### src/rtl/t1_line_event_mon.sv
module t1_line_event_mon #(
  parameter int SHORT_RUN = 8,
  parameter int LONG_RUN  = 16,
  parameter int FRM_WIN   = 6,
  parameter int FRM_LIMIT = 2
) (
  input  logic       clk,
  input  logic       rst_n,
  input  logic       bit_en,
  input  logic       rx_pos,
  input  logic       rx_neg,
  input  logic       frm_bit_en,
  input  logic       frm_err,
  input  logic       resync_done,
  input  logic       resync_moved,
  input  logic       wr_en,
  input  logic [5:0] wr_data,
  output logic [5:0] rd_data
);
  localparam int CW = $clog2(LONG_RUN + 1);
  localparam int FCW = $clog2(FRM_WIN + 1);

  logic [5:0]         ev;
  logic [CW-1:0]      run_cnt;
  logic [7:0][1:0]    hist;
  logic               pol_ref;
  logic [FRM_WIN-1:0] fwin;

  // zero-run detection
  wire bit_zero = bit_en && !rx_pos && !rx_neg;
  wire run_inc  = bit_zero && (run_cnt != CW'(LONG_RUN));
  wire hit8     = run_inc && (run_cnt == CW'(SHORT_RUN - 1));
  wire hit16    = run_inc && (run_cnt == CW'(LONG_RUN - 1));

  // codeword window: symbol 2'b10 positive, 2'b01 negative, 2'b00 zero
  wire [1:0]       sym_new = {rx_pos, rx_neg & ~rx_pos};
  wire [7:0][1:0]  win_nxt = {sym_new, hist[7:1]};
  wire             pol_nxt = (hist[0] != 2'b00) ? hist[0][1] : pol_ref;
  wire [1:0]       ps      = pol_nxt ? 2'b10 : 2'b01;
  wire [1:0]       ns      = ~ps;
  wire b8_hit = bit_en && (win_nxt == {ps, ns, 2'b00, ns, ps, 2'b00, 2'b00, 2'b00});

  // framing-error window
  wire [FRM_WIN-1:0] fwin_nxt = {fwin[FRM_WIN-2:0], frm_err};
  wire [FCW-1:0]     ferr_cnt = FCW'($countones(fwin_nxt));
  wire sev_hit = frm_bit_en && (ferr_cnt >= FCW'(FRM_LIMIT));
  wire fbe_hit = frm_bit_en && frm_err;

  wire cofa_hit = resync_done && resync_moved;
  wire [5:0] set = {cofa_hit, hit8, hit16, sev_hit, b8_hit, fbe_hit};
  wire [5:0] clr = wr_en ? wr_data : 6'h00;

  always_ff @(posedge clk) begin
    if (!rst_n) begin
      ev      <= '0;
      run_cnt <= '0;
      hist    <= '0;
      pol_ref <= 1'b0;
      fwin    <= '0;
    end else begin
      ev <= (ev & ~clr) | set;
      if (bit_en) begin
        hist    <= win_nxt;
        pol_ref <= pol_nxt;
        if (!bit_zero)    run_cnt <= '0;
        else if (run_inc) run_cnt <= run_cnt + 1'b1;
      end
      if (frm_bit_en) fwin <= fwin_nxt;
    end
  end

  assign rd_data = ev;


  sticky_hold_chk: assert property (@(posedge clk) disable iff (!rst_n)
    1'b1 |=> ((($past(ev) & ~$past(clr)) & ~ev) == 6'h00));

  fbe_set_chk: assert property (@(posedge clk) disable iff (!rst_n)
    (frm_bit_en && frm_err) |=> rd_data[0]);

  fbe_quiet_chk: assert property (@(posedge clk) disable iff (!rst_n)
    (!(frm_bit_en && frm_err) && !rd_data[0]) |=> !rd_data[0]);

  cofa_set_chk: assert property (@(posedge clk) disable iff (!rst_n)
    (resync_done && resync_moved) |=> rd_data[5]);

  set_wins_chk: assert property (@(posedge clk) disable iff (!rst_n)
    (wr_en && wr_data[5] && resync_done && resync_moved) |=> rd_data[5]);

  zero8_strobe_chk: assert property (@(posedge clk) disable iff (!rst_n)
    (!bit_en && !rd_data[4]) |=> !rd_data[4]);

  zero16_strobe_chk: assert property (@(posedge clk) disable iff (!rst_n)
    (!bit_en && !rd_data[3]) |=> !rd_data[3]);
endmodule

### config.mk
export PLATFORM = sky130hd
export DESIGN_NAME = t1_line_event_mon
export DESIGN_NICKNAME = d
export VERILOG_FILES = /design/src/rtl/t1_line_event_mon.sv
export SDC_FILE = /design/constraint.sdc
export NUM_CORES = 1
export LEC_CHECK = 0
export ABC_AREA = 1
export BUFFER_PORTS_ARGS = -buffer_cell sky130_fd_sc_hd__clkbuf_2
export CORE_MARGIN = 8
export CORE_UTILIZATION = 45
export CTS_CLUSTER_DIAMETER = 60
export DETAILED_ROUTE_END_ITERATION = 8
export PLACE_DENSITY = 0.66
export SKIP_CTS_REPAIR_TIMING = 1
export SYNTH_ARGS = -nofsm -noshare
export SYNTH_HDL_FRONTEND = slang
export SYNTH_SLANG_ARGS = --single-unit
### constraint.sdc
create_clock -name clk -period 5.7 [get_ports clk]
set_input_delay 0.855 -clock clk [delete_from_list [all_inputs] [get_ports clk]]
set_output_delay 0.855 -clock clk [all_outputs]
set_load 0.005 [all_outputs]
==> results.md <==
* Status: finished clean
* Part of the cycle the worst path needs at 44.08%
* Number of buffers on the longest clock path at 2
* Via count of the first global-routing pass at 1203
* Number of sinks driven by the clock tree at 33
* TritonCTS clock tree: built
* Syn nets at 221
* Most common library cell in the layout ignoring fill and taps: sky130_fd_sc_hd__nand2_1
* CTS Root Buffer Type: sky130_fd_sc_hd__clkbuf_4
* Inserted Clock Buffers at 5
* Remaining routing DRC violations at 0
* Iteration-0 DRC Markers at 61
* Reported leakage power at 0.7512 nW
* Synthesis warning total at 0
* Top cell family by delay on the critical path: adder cells
* Std-Cell Rows at 20
* Arrival time at the worst endpoint at 2.72 ns
* IR drop worst, VDD at 131.1 uV
* Initial standard-cell utilization of the core at between 40 and 50%
* Maximum fanout count along the critical path at 2
* GR Util All Layers at 11.65%
* Type of element launching the critical path: input port
* Critical path buffers and inverters at 3
* Distinct cells, synth at 18
* Total via count in the routed design at around 1300
* Post-route core utilization at 53.52%
* Worst hold margin at 0.4711 ns
* Total Negative Setup Slacks at 0 ns
* Layout fillers at around 320
* RePlAce Congestion at 0.7723
* Cell depth of the worst setup path at 10
* Number of setup violations in the final report at 0
* Maximum number of pins on one net before global-route repair at 26
* Total grt overflow at 0
* Final Hold Fails at 0
* Total wire length at 2797 um
* Worst-case clock skew at around 0.0042 ns
* RSZ-0062 raised after global routing: false
* Syn-to-layout area delta at 13.17%
* Proportion of layout cells with a drive suffix above 1 at between 10% and 20%
* First-pass GRT wire length at 4905 um
* Synthesized cell area at roughly 1400 um2
* Power per cell area at 264.0 nW/um2
* Worst hold path type: flip-flop to flip-flop
* Cells on worst reg2reg path at 9
* Final worst path period need at 2.512 ns
* Initial antenna violation count at 0
* Total design power at 0.0004315 W
* Global routing met2 resource utilization at 18.69%
* Post-DP HPWL at 2071 um
* Ant diodes at 0
* Highest-delay cell along the critical path: sky130_fd_sc_hd__fa_1
* Gate count after technology mapping at 199
* Die span in x at between 70 and 80 um
* First drt pass iteration count at 4
* Setup crit end kind: flip-flop
* FF+latch count, synth at 33
* Pins over their slew limit at 0
* Peak Freq at 0.3980 GHz
* Cell chain of the critical path: clkbuf_2 > fa_1 > inv_1 > fa_1 > inv_1 > nand2_1 > fa_1 > nand2_1 > nand2_1 > a21oi_1
* Normalized max-slew margin at 73.00%
* Critical setup path kind: input port to flip-flop
* Y dimension of the die at 72.65 um
* Measured slew at the worst slew-check pin at 0.4050 ns
* Most Crowded Layer GR: met2
* Average footprint of a synthesized cell at 7.256 um2
* Worst-Skew Late Latency at 0.33 ns
* Nets at 243
* Final routed wire length divided by cell count at between 10 and 15 um
* Number of H-tree levels at 2
* Routed via count divided by cell count at about 4.8
* Clock-pin slew on the worst setup and hold paths at 0.09 ns
* Area of the die at 5277 um2
* IO Count at 22
* Floorplan core area at between 3000 and 4000 um2
* Leading cell types in the layout, fill and taps excluded: sky130_fd_sc_hd__nand2_1, sky130_fd_sc_hd__dfxtp_1, sky130_fd_sc_hd__nor2_1
* Cells on Worst Hold Path at 2
* Sequential share of the synthesized area at 45.75%
* Longest individual stage delay on the worst path at 0.53 ns
* Req. time, crit path at 5.91 ns
* Met3 Usage GRT at under 10%
* Port Buffers at 21
* Max-cap violations at 0
* Met1 Usage GRT at 13.34%
* Final ANT Viol Nets at 0
## final cells by class
cell class | instances | area (um2) | area share (%)
Multi-Input combinational cell | 133 | 656.9 | 40.20
Sequential cell | 33 | 660.6 | 40.43
Inverter | 27 | 101.3 | 6.202
Tap cell | 44 | 55.05 | 3.369
Timing Repair Buffer | 21 | 105.1 | 6.432
Clock buffer | 7 | 55.05 | 3.369
## flip-flops by register name, indices dropped and copies added, names as in the netlist
name / cells
hist: 16
rd_data: 6
fwin: 5
run_cnt: 5
pol_ref: 1
## cell families after synthesis
group	Yosys count	synth area share [%]
AO/OA/AOI/OAI	46	15.94
AND/OR/NAND/NOR	80	22.18
adder cells (fa/ha/maj)	6	6.760
flip-flops	33	45.75
XOR/XNOR	1	0.6067
buffers and inverters	33	8.751
## synthesized netlist by cell type, drive strengths merged
cell    count  share of area [%]
ha          3                2.6
dfxtp      33                 46
a21oi      23                8.0
nand3       7                2.4
nor2       32                8.5
xor2        1               0.61
buf         2               0.69
fa          3                4.2
nor3        1               0.35
nand2      38                 10
inv        26                6.8
clkbuf      4                1.0
clkinv      1               0.26
o21ai      23                8.0
nand4       2               0.87
## per-stage QoR
stage          setup slack (ns)  instance area [um2]  std cells
3_3_place_gp              2.879                 1579        258
4_1_cts                   3.188                 1634        265
6_report                  3.188                 1634        265
2_1_floorplan             3.029                 1444        199
5_1_grt                   3.098                 1634        265
3_5_place_dp              2.829                 1579        258
## power by group
| part | leakage [nW] | internal [W] | switching (W) | total, W |
|---|---|---|---|---|
| logic | 0.449 | 0.0000194 | 0.0000297 | 0.0000491 |
| registers | 0.271 | 0.000243 | 0.00000726 | 0.000250 |
| clock network | 0.0314 | 0.0000582 | 0.0000741 | 0.000132 |
## final timing paths
| check | end | slack (ns) | start |
|---|---|---|---|
| worst min register to register | rd_data[4] | 0.47 | rd_data[4] |
| worst min-delay path | rd_data[4] | 0.47 | rd_data[4] |
| worst max register to register | rd_data[2] | 3.50 | fwin[0] |
| worst max-delay path | rd_data[2] | 3.19 | frm_err |
## routing by layer
layer / vias up / part of all wire, % / routed length [um]
li1: 674 / - / -
met1: 569 / 45 / 1271
met2: 15 / 49 / 1373
met3: 6 / 3.5 / 99
met4: 0 / 1.9 / 52
met5: - / 0 / 0
## tightest hold or removal path: stages (launching register included)
cell and delay [ns]:
sky130_fd_sc_hd__dfxtp_1 0.32, sky130_fd_sc_hd__nand2_1 0.06, sky130_fd_sc_hd__a21oi_1 0.05
Power figures use the tool's default switching activity.
